`config.mk`:
```
export PLATFORM = sky130hd
export DESIGN_NAME = card_presence_ctl
export DESIGN_NICKNAME = d
export VERILOG_FILES = /design/src/rtl/cdet_pkg.sv /design/src/rtl/cdet_tick.sv /design/src/rtl/cdet_filter.sv /design/src/rtl/cdet_polarity.sv /design/src/rtl/cdet_irq.sv /design/src/rtl/card_presence_ctl.sv
export SDC_FILE = /design/constraint.sdc
export NUM_CORES = 1
export LEC_CHECK = 0
export ABC_AREA = 1
export BUFFER_PORTS_ARGS = -buffer_cell sky130_fd_sc_hd__buf_2
export CORE_UTILIZATION = 26
export DETAILED_ROUTE_END_ITERATION = 12
export SYNTH_ARGS = -nofsm -noshare
export SYNTH_HDL_FRONTEND = slang
export SYNTH_HIERARCHICAL = 1
export SYNTH_SLANG_ARGS = --single-unit
```
`constraint.sdc`:
```
create_clock -name clk -period 2.5 [get_ports clk]
set_clock_uncertainty 0.2 [all_clocks]
set_input_delay 0.375 -clock clk [delete_from_list [all_inputs] [get_ports clk]]
set_output_delay 0.375 -clock clk [all_outputs]
set_load 0.02 [all_outputs]
```
`src/rtl/cdet_pkg.sv`:
```
package cdet_pkg;
  localparam int NSLOT  = 2;
  localparam int SLOT_A = 0;
  localparam int SLOT_B = 1;
  localparam int SYNC_STAGES = 2;

  typedef enum logic {
    POL_OPEN   = 1'b0,
    POL_CLOSED = 1'b1
  } sw_pol_e;

  // slot index picked by the host select pin (1 selects slot A)
  function automatic int unsigned sel_to_slot(input logic sel);
    return sel ? SLOT_A : SLOT_B;
  endfunction
endpackage

```
`src/rtl/cdet_tick.sv`:
```
module cdet_tick #(
  parameter int TICK_DIV = 100_000
) (
  input  logic clk,
  input  logic rst_n,
  output logic tick
);
  localparam int CW = (TICK_DIV > 2) ? $clog2(TICK_DIV) : 1;
  localparam logic [CW-1:0] LAST = CW'(TICK_DIV - 1);

  logic [CW-1:0] div_q;

  always_ff @(posedge clk) begin
    if (!rst_n) begin
      div_q <= '0;
    end else if (div_q == LAST) begin
      div_q <= '0;
    end else begin
      div_q <= div_q + 1'b1;
    end
  end

  assign tick = (div_q == LAST);
endmodule

```
`src/rtl/cdet_filter.sv`:
```
module cdet_filter #(
  parameter int FILT_TICKS  = 50,
  parameter int SYNC_STAGES = 2
) (
  input  logic clk,
  input  logic rst_n,
  input  logic tick,
  input  logic raw,
  output logic lvl,
  output logic commit
);
  localparam int CNT_W = $clog2(FILT_TICKS + 1);
  localparam logic [CNT_W-1:0] CNT_MAX = CNT_W'(FILT_TICKS);

  logic [SYNC_STAGES-1:0] sync_q;
  logic                   raw_s;
  logic                   lvl_q;
  logic [CNT_W-1:0]       cnt_q;
  logic                   differs;

  always_ff @(posedge clk) begin
    if (!rst_n) begin
      sync_q <= '1;
    end else begin
      sync_q <= {sync_q[SYNC_STAGES-2:0], raw};
    end
  end

  assign raw_s   = sync_q[SYNC_STAGES-1];
  assign differs = (raw_s != lvl_q);
  assign commit  = differs && tick && (cnt_q == CNT_MAX);

  always_ff @(posedge clk) begin
    if (!rst_n) begin
      lvl_q <= 1'b1;
      cnt_q <= '0;
    end else if (!differs) begin
      cnt_q <= '0;
    end else if (commit) begin
      lvl_q <= raw_s;
      cnt_q <= '0;
    end else if (tick) begin
      cnt_q <= cnt_q + 1'b1;
    end
  end

  assign lvl = lvl_q;

  // the accepted level moves only on a tick with the window fully counted
  p_lvl_after_window_r2: assert property (@(posedge clk) disable iff (!rst_n)
    !$stable(lvl_q) |-> ($past(cnt_q) == CNT_MAX && $past(tick)));

  // a reverted line leaves the counter idle
  p_cnt_idle_on_match_r2: assert property (@(posedge clk) disable iff (!rst_n)
    (raw_s == lvl_q) |=> (cnt_q == '0));
endmodule

```
`src/rtl/cdet_polarity.sv`:
```
module cdet_polarity
  import cdet_pkg::*;
(
  input  logic             clk,
  input  logic             rst_n,
  input  logic             cs,
  input  logic             prog,
  input  logic [3:0]       addr,
  input  logic             card_sel,
  output logic [NSLOT-1:0] pol_act
);
  logic [NSLOT-1:0] pol_stage_q;
  logic [NSLOT-1:0] pol_act_q;
  logic             prog_q;
  logic             wr_en;
  logic             prog_rise;
  sw_pol_e          wr_val;

  assign wr_en     = !cs && !prog && addr[3] && addr[2] && !addr[1];
  assign wr_val    = addr[0] ? POL_CLOSED : POL_OPEN;
  assign prog_rise = prog && !prog_q;

  always_ff @(posedge clk) begin
    if (!rst_n) begin
      prog_q <= 1'b1;
    end else begin
      prog_q <= prog;
    end
  end

  for (genvar s = 0; s < NSLOT; s++) begin : g_slot
    logic sel_hit;
    assign sel_hit = (sel_to_slot(card_sel) == s);

    always_ff @(posedge clk) begin
      if (!rst_n) begin
        pol_stage_q[s] <= POL_OPEN;
        pol_act_q[s]   <= POL_OPEN;
      end else begin
        if (wr_en && sel_hit) begin
          pol_stage_q[s] <= wr_val;
        end
        if (prog_rise) begin
          pol_act_q[s] <= pol_stage_q[s];
        end
      end
    end
  end

  assign pol_act = pol_act_q;

  // the active polarity moves only on a prog rising edge
  p_act_hold_r4: assert property (@(posedge clk) disable iff (!rst_n)
    !prog_rise |=> $stable(pol_act_q));

  // the staged polarity moves only on a decoded write
  p_stage_hold_r4: assert property (@(posedge clk) disable iff (!rst_n)
    !wr_en |=> $stable(pol_stage_q));

  // slot A takes addr[0] when card_sel is 1
  p_stage_a_r3: assert property (@(posedge clk) disable iff (!rst_n)
    (wr_en && card_sel) |=> (pol_stage_q[SLOT_A] == $past(addr[0])
                             && $stable(pol_stage_q[SLOT_B])));

  // slot B takes addr[0] when card_sel is 0
  p_stage_b_r3: assert property (@(posedge clk) disable iff (!rst_n)
    (wr_en && !card_sel) |=> (pol_stage_q[SLOT_B] == $past(addr[0])
                              && $stable(pol_stage_q[SLOT_A])));
endmodule

```
`src/rtl/cdet_irq.sv`:
```
module cdet_irq
  import cdet_pkg::*;
(
  input  logic             clk,
  input  logic             rst_n,
  input  logic [NSLOT-1:0] evt,
  input  logic             cs,
  input  logic             pwr_on,
  input  logic             card_sel,
  output logic             irq_n
);
  logic [NSLOT-1:0] pend_q;
  logic [NSLOT-1:0] clr;
  logic             cs_q;
  logic             cs_rise;

  always_ff @(posedge clk) begin
    if (!rst_n) begin
      cs_q <= 1'b1;
    end else begin
      cs_q <= cs;
    end
  end

  assign cs_rise = cs && !cs_q;

  for (genvar s = 0; s < NSLOT; s++) begin : g_src
    assign clr[s] = cs_rise || (pwr_on && !cs && (sel_to_slot(card_sel) == s));

    always_ff @(posedge clk) begin
      if (!rst_n) begin
        pend_q[s] <= 1'b0;
      end else if (evt[s]) begin
        pend_q[s] <= 1'b1;
      end else if (clr[s]) begin
        pend_q[s] <= 1'b0;
      end
    end
  end

  assign irq_n = ~|pend_q;

  // any accepted event drives the interrupt low on the next cycle
  p_evt_irq_r6: assert property (@(posedge clk) disable iff (!rst_n)
    (|evt) |=> !irq_n);

  // a chip-select rising edge with no new event releases the interrupt
  p_cs_clear_r7: assert property (@(posedge clk) disable iff (!rst_n)
    ($rose(cs) && evt == '0) |=> irq_n);

  // power-on with cs low clears slot A's cause when it is selected
  p_pwr_clear_a_r8: assert property (@(posedge clk) disable iff (!rst_n)
    (pwr_on && !cs && card_sel && !evt[SLOT_A]) |=> !pend_q[SLOT_A]);

  // power-on with cs low clears slot B's cause when it is selected
  p_pwr_clear_b_r8: assert property (@(posedge clk) disable iff (!rst_n)
    (pwr_on && !cs && !card_sel && !evt[SLOT_B]) |=> !pend_q[SLOT_B]);
endmodule

```
`src/rtl/card_presence_ctl.sv`:
```
module card_presence_ctl
  import cdet_pkg::*;
#(
  parameter int TICK_DIV   = 100_000,
  parameter int FILT_TICKS = 50
) (
  input  logic       clk,
  input  logic       rst_n,
  input  logic [1:0] det_raw,
  input  logic       cs,
  input  logic       prog,
  input  logic [3:0] addr,
  input  logic       card_sel,
  input  logic       pwr_on,
  output logic       irq_n,
  output logic [1:0] present,
  output logic [1:0] rm_req
);
  logic             tick;
  logic [NSLOT-1:0] lvl;
  logic [NSLOT-1:0] commit;
  logic [NSLOT-1:0] pol_act;
  logic [NSLOT-1:0] rm_next;
  logic [NSLOT-1:0] rm_q;

  cdet_tick #(.TICK_DIV(TICK_DIV)) u_tick (
    .clk   (clk),
    .rst_n (rst_n),
    .tick  (tick)
  );

  cdet_polarity u_pol (
    .clk      (clk),
    .rst_n    (rst_n),
    .cs       (cs),
    .prog     (prog),
    .addr     (addr),
    .card_sel (card_sel),
    .pol_act  (pol_act)
  );

  for (genvar s = 0; s < NSLOT; s++) begin : g_slot
    logic new_present;

    cdet_filter #(
      .FILT_TICKS  (FILT_TICKS),
      .SYNC_STAGES (SYNC_STAGES)
    ) u_filt (
      .clk    (clk),
      .rst_n  (rst_n),
      .tick   (tick),
      .raw    (det_raw[s]),
      .lvl    (lvl[s]),
      .commit (commit[s])
    );

    // presence decode: open switch reads low with a card, closed reads high
    assign present[s] = (pol_act[s] == POL_CLOSED) ? lvl[s] : ~lvl[s];

    // on a commit the accepted level flips, so judge the level being taken
    assign new_present = (pol_act[s] == POL_CLOSED) ? ~lvl[s] : lvl[s];
    assign rm_next[s]  = commit[s] && !new_present;

    always_ff @(posedge clk) begin
      if (!rst_n) begin
        rm_q[s] <= 1'b0;
      end else begin
        rm_q[s] <= rm_next[s];
      end
    end

    // a removal request never lasts longer than one cycle
    p_rm_one_cycle_r9: assert property (@(posedge clk) disable iff (!rst_n)
      rm_q[s] |=> !rm_q[s]);

    // a removal request follows an accepted filter change
    p_rm_from_commit_r9: assert property (@(posedge clk) disable iff (!rst_n)
      rm_q[s] |-> $past(commit[s]));
  end

  assign rm_req = rm_q;

  cdet_irq u_irq (
    .clk      (clk),
    .rst_n    (rst_n),
    .evt      (commit),
    .cs       (cs),
    .pwr_on   (pwr_on),
    .card_sel (card_sel),
    .irq_n    (irq_n)
  );
endmodule

```
**Yosys cells after proc, flatten, opt, wreduce, memory -nomap -nowiden**

Index checks and enable logic that the tools add are counted.

- $add $sub $neg: 3
- Multiply operators: 0
- Divide/modulo/power cells: 0
- Magnitude comparators: 0
- Equal/unequal tests: 6
- Shift-type cells: 0
- Muxes and demuxes: 10
- Bitwise gates (word level): 5
- Reductions and logical operators: 36

Operator list:

| kind | number |
|---|---|
| == test 32 x 1 -> 1 bit (second input constant) | 1 |
| logical NOT 32 bit | 1 |
| adder 17 x 1 -> 17 bit (second input constant) | 1 |
| == test 17 bit (second input constant) | 1 |
| logical AND 1 bit | 17 |
| adder 6 x 1 -> 6 bit (second input constant) | 2 |
| == test 6 bit (second input constant) | 2 |
| two-way mux 1 bit | 10 |
| logical NOT 1 bit | 8 |
| OR reduction 3 bit | 2 |
| NOT 1 bit | 5 |
| AND reduction 2 bit | 2 |
| nonzero test 2 bit | 2 |
| OR reduction 2 bit | 2 |
| logical OR 1 bit | 2 |
| inequality test 1 bit | 2 |

- Bits in registers: 45
- Bits in latches: 0
- Memory bits (writable): 0
- Bits in read-only memories: 0
- Input bits: 12
- Output and inout bits: 5
- Logic and storage cells: 77
- Memories kept: 0

**Logic depth before layout (Yosys ltp)**

Gate-level depths: netlist of the first run.

- Depth in word-level cells: 6
- Depth in mapped cells: 11
- Mapped depth without buffers: 11

**Modules after synthesis**

Netlist of the first run, hierarchy kept.

By module, submodules not included:

| module | instances | cells each | area an instance (sq um) | seq. area each (sq um) |
|---|---|---|---|---|
| cdet_tick | 1 | 140 | 932.1 | 340.3 |
| cdet_filter | 2 | 65 | 442.9 | 180.2 |
| cdet_polarity | 1 | 30 | 225.2 | 100.1 |
| cdet_irq | 1 | 19 | 130.1 | 60.1 |
| card_presence_ctl | 1 | 18 | 110.1 | 40.0 |

**Least setup slack after synthesis of the first run**

Ideal clock, no wire load.

- Path type: reg-to-reg
- Start point: register u_tick.div_q[0]
- End point: register u_irq.pend_q[0]
- Setup time: 0.070 ns
- Arrival: 1.606 ns
- Data required time: 2.230 ns
- Path slack: 0.624 ns
- Stages on the path, launching flop included: 12
- Buffers on the path: 0
- Period minus slack after synthesis: 1.876 ns
- Path through: dfxtp_1 ha_1 nand2_1 nor2_1 nand3_2 inv_1 inv_1 nor2_1 nand3_1 nor2_1 inv_1 a21oi_1

- Word-level cells in the longest chain between the ends: 4
- Elaborated cells between the ends (all ways): 5
- Those cells by class: eq/ne (1); mux (1); reduce/logical (3)

RTL lines:

| what | RTL line | RTL |
|---|---|---|
| start: declaration | cdet_tick.sv:11 | `logic [CW-1:0] div_q;` |
| start signal: assignment | cdet_tick.sv:19 | `div_q <= div_q + 1'b1;` |
| == test 17 bit (*) | cdet_tick.sv:23 | `assign tick = (div_q == LAST);` |
| named net tick | card_presence_ctl.sv:19 | `logic tick;` |
| logical AND 1 bit (*) (2 in series) | cdet_filter.sv:31 | `assign commit = differs && tick && (cnt_q == CNT_MAX);` |
| named net commit[0] | card_presence_ctl.sv:21 | `logic [NSLOT-1:0] commit;` |
| two-way mux 1 bit / nonzero test 2 bit (equally long branches) | -- |  |
| end signal: indexed assignment | cdet_irq.sv:32 | `pend_q[s] <= 1'b0;` |
| end signal: indexed assignment | cdet_irq.sv:34 | `pend_q[s] <= 1'b1;` |
| end signal: indexed assignment | cdet_irq.sv:36 | `pend_q[s] <= 1'b0;` |
| end: declaration | cdet_irq.sv:12 | `logic [NSLOT-1:0] pend_q;` |

The timed path passes the listed nets; every way through them passes the cells marked *.
A chain may end at the register's enable or synchronous reset.

**Final worst setup path of the first run**

Ends and elaborated chain as after synthesis.

==> results of run 1 <==
-- Yosys cell counts --
master / n
nand2_1: 91
inv_1: 57
nor2_1: 49
dfxtp_1: 45
nand3_1: 21
nor2_2: 19
nand2_2: 9
nand4_1: 6
a21oi_1: 5
ha_1: 5
o21ai_0: 5
or2_2: 4
xnor2_1: 4
inv_2: 3
o21bai_1: 3
xor2_1: 3
buf_12: 1
nand2_4: 1
nand3_2: 1
nand3_4: 1
nand3b_1: 1
nor2_4: 1
nor3_2: 1
o21ai_1: 1
-- through the flow --
step	setup slack [ps]	util, %
finish	463	31.1
global placement	492	29.7
global route	179	31.1
detailed placement	445	29.7
CTS	442	31.1
floorplan	624	-
-- path summary, 6_finish.rpt --
path,from,to,slack (ps),cells after the start
worst max-delay path,u_tick/div_q[0]$_SDFF_PP0_,u_irq/pend_q[0]$_SDFFE_PN0P_,460,11
worst min-delay path,det_raw[0],g_slot[0].u_filt/sync_q[0]$_SDFF_PN1_,60,2
worst max register to register,u_tick/div_q[0]$_SDFF_PP0_,u_irq/pend_q[0]$_SDFFE_PN0P_,460,11
worst min register to register,g_slot[1].u_filt/sync_q[0]$_SDFF_PN1_,g_slot[1].u_filt/sync_q[1]$_SDFF_PN1_,220,1
-- state kept, by name (all words and copies together) (netlist names) --
signal                count
g_slot.u_filt/cnt_q      12
g_slot.u_filt/lvl         2
g_slot.u_filt/sync_q      4
rm_req                    2
u_irq/cs_q                1
u_irq/pend_q              2
u_pol/pol_act             2
u_pol/pol_stage_q         2
u_pol/prog_q              1
u_tick/div_q             17
-- worst max-delay path, cell delays in order (launching register included) --
cell and delay, ps:
dfxtp_1 390, ha_1 220, nand2_1 60, nor2_1 150
nand3_2 130, inv_1 160, inv_1 100, nor2_1 120
nand3_1 130, nor2_1 150, inv_1 50, a21oi_1 120
-- cell type report --
type | count | share of cell area, %
Timing Repair Buffer | 16 | 3.09
Clock buffer | 6 | 3.18
Clock inverter | 2 | 1.45
Multi-Input combinational cell | 231 | 43.8
Sequential cell | 45 | 34.7
Inverter | 60 | 8.68
Tap cell | 105 | 5.06
-- cell families (layout without fill, tap and decap cells) --
group,Yosys count,count (layout),share of synthesized area (%)
and+or+nand+nor,205,205,41.0
buffers and inverters,61,84,10.7
DFF,45,45,39.5
AOI/OAI and AO/OA,14,14,3.40
xor gates and xnor gates,7,7,2.68
adders and majority gates,5,5,2.74
-- per-layer routing --
metal  vias up  track usage (%)  wire length (um)
li1       1051                -                 -
met1       828             12.0              1920
met2        13             16.0              1830
met3         5             2.37                82
met4         0             3.61                44
met5         -                0                 0
-- power by group --
group          internal, uW  switching (uW)  total [uW]
registers               727            7.04         734
logic                  22.7            37.0        59.7
clock network           325             249         574
total                  1070             293        1370
==> results_dict.tcl, run 1 <==
set metrics [dict create \
    outcome "complete, no violations" \
    crit_fanout 6 \
    htreeDepth 2 \
    period_share_pct 81.5 \
    rsz0062_at_grt "no" \
    stdcell_count 465 \
    path_clk_slew_ps 90 \
    ff_latch_area_sq_um 901 \
    placed_area_sq_um 2470 \
    hold_class "in -> reg" \
    rows 33 \
    drive_gt1_share_pct 17.8 \
    power_density_nw_per_um2 527 \
    finalHoldViolCount 0 \
    core_area_sq_um 8340 \
    synthTopCellsByArea "dfxtp_1 39%, nand2_1 15%, inv_1 9.4%, nor2_1 8.1%, nor2_2 5.2%" \
    layout.cells.most_common "nand2_1" \
    insertion_delay_ps 300 \
    vdd_drop_max_v 0.000321 \
    syn-num-nets 354 \
    drt_iter0_markers 82 \
    synth-warning-count 6 \
    endpoint_kind "flop" \
    portBuffers 16 \
    die_w_um 95.7 \
    holdBufCountCts 0 \
    power_uw 1370 \
    cts_buffers 5 \
    synth_top_cell_by_area "dfxtp_1" \
    grt_pass1_vias 1694 \
    fill_cells 896 \
    start_util_pct 27.4 \
    setup_violations 0 \
    dieHeight_um 95.7 \
    multi_input_area_sq_um 1140 \
    mostFrequentLayoutCells "91 x nand2_1, 57 x inv_1, 49 x nor2_1, 45 x dfxtp_1, 21 x nand3_1" \
    slew_viol_final 0 \
    clock-root-buffer "clkbuf_8" \
    netlist_instances 337 \
    grt-ovfl-total 0 \
    postCtsResizedCells 0 \
    power.leakage_uw 0.00112 \
    synth.distinct_cells 24 \
    post-route-min-period_ps 2040 \
    synth_seq_area_share_pct 39.5 \
    cap_violations 0 \
    fin_hold_ws_ps 57.6 \
    required_ps 2540 \
    die_area_sq_um 9160 \
    cp-start-kind "flop" \
    synth_top_area_share_pct 39.5 \
    antenna_found_initial 0 \
    synth_seq_cells 45 \
    grt_start_max_net_pins 18 \
    clockBufferDepth 2 \
    cts_sinks 45 \
    wirelength_um 3880 \
    syn_area_sq_um 2280 \
    wire_per_inst_um 8.34 \
    num_antenna_cells 0 \
    finalSetupTns_ps 0 \
    drt_pass1_iterations 5 \
    vias 1897 \
    area_delta_synth_final_pct 13.6 \
    dp.final_hpwl_um 2930 \
    drc 0 \
    synth.avg_cell_area_sq_um 6.78 \
    gp_congestion 0.763 \
    grt_pass1_wl_um 7020 \
    design_area_sq_um 2590 \
    ioPinCount 17 \
    via_per_inst 4.08 \
    dp_cells 457 \
    maxSlewHeadroom_pct 81.5 \
    cp.arrival_ps 2070 \
    cts_tree "built" \
    max_freq_ghz 0.491 \
    ant_nets 0 \
    worst_pin_slew_ps 278 \
    grt_use_total_pct 9.64 \
    worst-setup-path-type "reg -> reg" \
    fin_nets 376 \
    cts_setup_buffers 0 \
]
No activity file was read; power rests on OpenSTA's default activity.
==> run 2: changes to the inputs <==
==> constraint.sdc (replaced) <==
create_clock -name clk -period 1.9 [get_ports clk]
set_clock_uncertainty 0.2 [all_clocks]
set_input_delay 0.285 -clock clk [delete_from_list [all_inputs] [get_ports clk]]
set_output_delay 0.285 -clock clk [all_outputs]
set_load 0.02 [all_outputs]
==> run 2 against run 1 <==
- count of clock-buffer cells in the layout stayed put
- sequential share of layout area is 2.5 points lower
- wire length is 11% higher
- critical path depth stayed put
- combinational power is 62% higher
- critical endpoint is now u_irq/pend_q[1]$_SDFFE_PN0P_
==> results_dict.tcl, run 2 (same netlist as run 1, synthesis figures left out) <==
set metrics [dict create \
    fin_hold_ws_ps 35.8 \
    insertion_delay_ps 300 \
    largest_register_ffs 17 \
    hold_class "in -> reg" \
    min_path_cells 3 \
    post-route-min-period_ps 1760 \
    outcome "complete, no violations" \
    layout.cells.most_common "nand2_1" \
    design_area_sq_um 2810 \
    whs_endpoint "u_irq/cs_q$_SDFF_PN1_" \
    r2r_end "u_irq/pend_q[1]$_SDFFE_PN0P_" \
    setup_violations 0 \
    num_antenna_cells 0 \
    finalHoldViolCount 0 \
    vdd_drop_max_v 0.000405 \
    portBuffers 16 \
    maxSlewHeadroom_pct 80.4 \
    fin_nets 395 \
    wirelength_um 4290 \
    ioPinCount 17 \
    fill_cells 887 \
    crit_fanout 5 \
    cp.arrival_ps 1800 \
    gp_congestion 0.780 \
    endpoint_kind "flop" \
    drt_pass1_iterations 4 \
    htreeDepth 2 \
    mostFrequentLayoutCells "90 x nand2_1, 54 x inv_1, 43 x nor2_1, 42 x dfxtp_1, 20 x nor2_2" \
    worst_pin_slew_ps 294 \
    drive_gt1_share_pct 24.8 \
    vias 2005 \
    clockBufferDepth 2 \
    path_clk_slew_ps 90 \
    grt-ovfl-total 0 \
    cts_tree "built" \
    start_util_pct 27.4 \
    power_density_nw_per_um2 633 \
    dp_cells 471 \
    cp-start-kind "flop" \
    slew_viol_final 0 \
    grt_pass1_vias 1773 \
    multi_input_area_sq_um 1200 \
    wire_per_inst_um 8.86 \
    post-place-ws_ps -21.4 \
    regMostFlops "u_tick/div_q" \
    area_delta_synth_final_pct 23.1 \
    antenna_found_initial 0 \
    grt_pass1_wl_um 7380 \
    cts_buffers 5 \
    core_area_sq_um 8340 \
    placed_area_sq_um 2580 \
    drt_iter0_markers 75 \
    dieHeight_um 95.7 \
    reg2reg_depth 11 \
    clock-root-buffer "clkbuf_8" \
    power.leakage_uw 0.00121 \
    ant_nets 0 \
    cap_violations 0 \
    required_ps 1940 \
    cts_sinks 45 \
    rrSetupSlack_ps 140 \
    grt_use_total_pct 10.1 \
    dp.final_hpwl_um 3110 \
    power_uw 1780 \
    worst-setup-path-type "reg -> reg" \
    holdCritStartpoint "cs" \
    largestRegisters "u_tick/div_q (17), g_slot.u_filt/cnt_q (12), g_slot.u_filt/sync_q (4)" \
    stdcell_count 484 \
    period_share_pct 92.8 \
    drc 0 \
    die_area_sq_um 9160 \
    via_per_inst 4.14 \
    grt_start_max_net_pins 18 \
    reg2reg_from "u_tick/div_q[1]$_SDFF_PP0_" \
    max_freq_ghz 0.567 \
    final.setup.worst_slack_ps 137 \
    die_w_um 95.7 \
    rows 33 \
    ff_latch_area_sq_um 905 \
]
## run 2: cell types whose count changed in the layout (fill, tap and decap cells not counted), sizes merged
cell	change
dlygate4sd3	+3
buf	+16
clkinvlp	-1
clkinv	+1
## run 2: per-layer routing
layer	track usage, %	share of wire, %	vias up
li1	-	-	1089
met3	1.90	2.4	2
met4	4.10	0.63	0
met2	16.7	47	19
met5	0	0	-
met1	12.9	49	895
## run 2: what timing repair did
| action | CTS | global route |
|---|---|---|
| hold endpoints to repair | 3 | 0 |
| gates resized for setup | 1 | 22 |
| pin swaps | 0 | 6 |
| buffers inserted | 0 | 2 |
| hold buffers | 3 | 0 |
| endpoints found under the setup margin | 3 | 18 |
## run 2: through the flow
step | utilization, % | TNS [ps]
after floorplan | - | 0
after global placement | 30.9 | 0
after detailed placement | 30.9 | -33.6
after CTS | 32.7 | 0
after global routing | 33.7 | -16.6
final | 33.7 | 0
## run 2: worst max path at each step
| stage | slack [ps] | from | end | depth (start not counted) |
|---|---|---|---|---|
| after floorplan | 20 | u_tick/div_q[0]$_SDFF_PP0_ | u_irq/pend_q[0]$_SDFFE_PN0P_ | 11 |
| after global placement | 60 | u_tick/div_q[0]$_SDFF_PP0_ | u_irq/pend_q[0]$_SDFFE_PN0P_ | 11 |
| after detailed placement | -20 | u_tick/div_q[0]$_SDFF_PP0_ | u_irq/pend_q[0]$_SDFFE_PN0P_ | 11 |
| after CTS | 20 | u_tick/div_q[0]$_SDFF_PP0_ | u_irq/pend_q[0]$_SDFFE_PN0P_ | 11 |
| after global routing | -20 | u_tick/div_q[0]$_SDFF_PP0_ | u_irq/pend_q[1]$_SDFFE_PN0P_ | 11 |
| final | 140 | u_tick/div_q[1]$_SDFF_PP0_ | u_irq/pend_q[1]$_SDFFE_PN0P_ | 11 |
## run 2: area by class of cell
class                      count  share of cell area (%)
clock buffer                   6                    2.58
clock inverter                 2                    1.38
inverter                      60                    8.10
multi-input combinational    231                    42.9
sequential                    45                    32.2
tap                          105                    4.67
timing repair buffer          35                    8.19
## run 2: worst max-delay path, cell delays in order (launching register included)
cell and delay [ps]:
dfxtp_1 330, ha_1 160, nand2_1 90, nor2_4 140, nand3_4 90, inv_4 90, inv_2 60, nor2_4 140
nand3_4 110, nor2_4 120, inv_1 40, a21oi_1 120
## run 2: where the power goes
part	leakage, uW	total (uW)	internal [uW]	switching, uW
Clock	0.0000554	720	395	325
Combinational	0.000790	96.8	41.2	55.5
Sequential	0.000366	964	957	6.85
Total	0.00121	1780	1390	387
==> run 3: changes to the inputs <==
--- a/config.mk
+++ b/config.mk
@@ -9,6 +9,7 @@
 export BUFFER_PORTS_ARGS = -buffer_cell sky130_fd_sc_hd__buf_2
 export CORE_UTILIZATION = 26
 export DETAILED_ROUTE_END_ITERATION = 12
+export MAX_ROUTING_LAYER = met4
 export SYNTH_ARGS = -nofsm -noshare
 export SYNTH_HDL_FRONTEND = slang
 export SYNTH_HIERARCHICAL = 1
==> run 3 against run 2 <==
- global-route usage is 0.29 points higher
- total power about the same
- wire length stayed put
- highest routed layer unchanged
- via count is the same
- clock power hardly changed
- combinational power is essentially flat
- non-clock buffer count stayed put
- sequential cell count unchanged
- critical path type unchanged
==> results_dict.tcl, run 3 (same netlist as run 1, synthesis figures left out) <==
set metrics [dict create \
    largest_register_ffs 17 \
    endpoint_kind "flop" \
    wirelength_um 4290 \
    dieHeight_um 95.7 \
    rows 33 \
    crit_path_end "u_irq/pend_q[1]$_SDFFE_PN0P_" \
    hold_class "in -> reg" \
    grt_start_max_net_pins 18 \
    vias 2005 \
    ant_nets 0 \
    ioPinCount 17 \
    drt_iter0_markers 75 \
    maxSlewHeadroom_pct 80.4 \
    num_antenna_cells 0 \
    reg2reg_depth 11 \
    setup_violations 0 \
    clock-root-buffer "clkbuf_8" \
    mostFrequentLayoutCells "90 x nand2_1, 54 x inv_1, 43 x nor2_1, 42 x dfxtp_1, 20 x nor2_2" \
    portBuffers 16 \
    worstSetupStartpoint "u_tick/div_q[1]$_SDFF_PP0_" \
    reg2reg_from "u_tick/div_q[1]$_SDFF_PP0_" \
    worst_pin_slew_ps 294 \
    grt_pass1_vias 1774 \
    period_share_pct 92.8 \
    vdd_drop_max_v 0.000405 \
    required_ps 1940 \
    cts_tree "built" \
    drt_pass1_iterations 4 \
    power_density_nw_per_um2 634 \
    worst-setup-path-type "reg -> reg" \
    cap_violations 0 \
    drc 0 \
    finalHoldViolCount 0 \
    fin_nets 395 \
    max_freq_ghz 0.567 \
    insertion_delay_ps 300 \
    core_area_sq_um 8340 \
    cts_sinks 45 \
    r2r_end "u_irq/pend_q[1]$_SDFFE_PN0P_" \
    antenna_found_initial 0 \
    crit_fanout 5 \
    clockBufferDepth 2 \
    power_uw 1780 \
    area_delta_synth_final_pct 23.1 \
    drive_gt1_share_pct 24.8 \
    htreeDepth 2 \
    layout.cells.most_common "nand2_1" \
    rrSetupSlack_ps 140 \
    grt_use_total_pct 10.4 \
    post-route-min-period_ps 1760 \
    grt_pass1_wl_um 7380 \
    via_per_inst 4.14 \
    regMostFlops "u_tick/div_q" \
    gp_congestion 0.791 \
    path_clk_slew_ps 90 \
    grt-ovfl-total 0 \
    largestRegisters "u_tick/div_q (17), g_slot.u_filt/cnt_q (12), g_slot.u_filt/sync_q (4)" \
    power.leakage_uw 0.00121 \
    die_area_sq_um 9160 \
    cts_buffers 5 \
    slew_viol_final 0 \
    start_util_pct 27.4 \
    die_w_um 95.7 \
    fin_hold_ws_ps 35.5 \
    outcome "complete, no violations" \
    dp.final_hpwl_um 3110 \
    cp-start-kind "flop" \
    wire_per_inst_um 8.86 \
    cp.arrival_ps 1800 \
]
[run 3: worst min-delay path by stage]
stage,startpoint,endpoint,cells past startpoint
floorplan,rst_n,u_irq/cs_q$_SDFF_PN1_,1
global placement,g_slot[0].u_filt/sync_q[0]$_SDFF_PN1_,g_slot[0].u_filt/sync_q[1]$_SDFF_PN1_,1
detailed placement,g_slot[0].u_filt/sync_q[0]$_SDFF_PN1_,g_slot[0].u_filt/sync_q[1]$_SDFF_PN1_,1
CTS,cs,u_irq/cs_q$_SDFF_PN1_,3
global route,cs,u_irq/cs_q$_SDFF_PN1_,3
finish,cs,u_irq/cs_q$_SDFF_PN1_,3
[run 3: final cells by class]
type / instances / area, sq um
multi-input cells: 231 / 1200
well taps: 105 / 131
repair buffers: 35 / 230
clock buffers: 6 / 72.6
inverters: 60 / 228
clock inverters: 2 / 38.8
fillers: 887 / 5530
flip-flops and latches: 45 / 905
[run 3: metrics by stage]
step	utilization, %	setup TNS, ps	setup slack (ps)	instances	area, sq um
CTS	32.7	0	19.2	482	2720
global route	33.7	-16.6	-16.6	484	2810
finish	33.7	0	137	484	2810
detailed placement	30.9	-33.6	-21.4	471	2580
global placement	30.9	0	58.1	471	2580
floorplan	-	0	24.4	337	2280
[run 3: report_power, final]
| part | switching [uW] | internal (uW) |
|---|---|---|
| clock network | 325 | 395 |
| registers | 6.85 | 957 |
| logic | 55.5 | 41.2 |
| total | 387 | 1390 |
[run 3: layer usage]
| layer | share of wire [%] | global-route usage [%] | vias up | wire length (um) |
|---|---|---|---|---|
| li1 | - | - | 1089 | - |
| met1 | 49 | 12.9 | 895 | 2120 |
| met2 | 47 | 16.7 | 19 | 2040 |
| met3 | 2.4 | 1.90 | 2 | 104 |
| met4 | 0.58 | 4.10 | 0 | 25 |
| met5 | 0 | - | - | 0 |
[run 3: repair_timing]
| item | in CTS | in global routing |
|---|---|---|
| buffers inserted | 0 | 2 |
| hold buffers | 3 | 0 |
| hold endpoints to repair | 3 | 0 |
| setup endpoints to repair | 3 | 18 |
| pin swaps | 0 | 6 |
| gates resized for setup | 1 | 22 |
[run 3: worst max-delay path, stage by stage (launching register included)]
cell and delay, ps:
dfxtp_1 330, ha_1 160, nand2_1 90, nor2_4 140, nand3_4 90, inv_4 90, inv_2 60, nor2_4 140
nand3_4 110, nor2_4 120, inv_1 40, a21oi_1 120
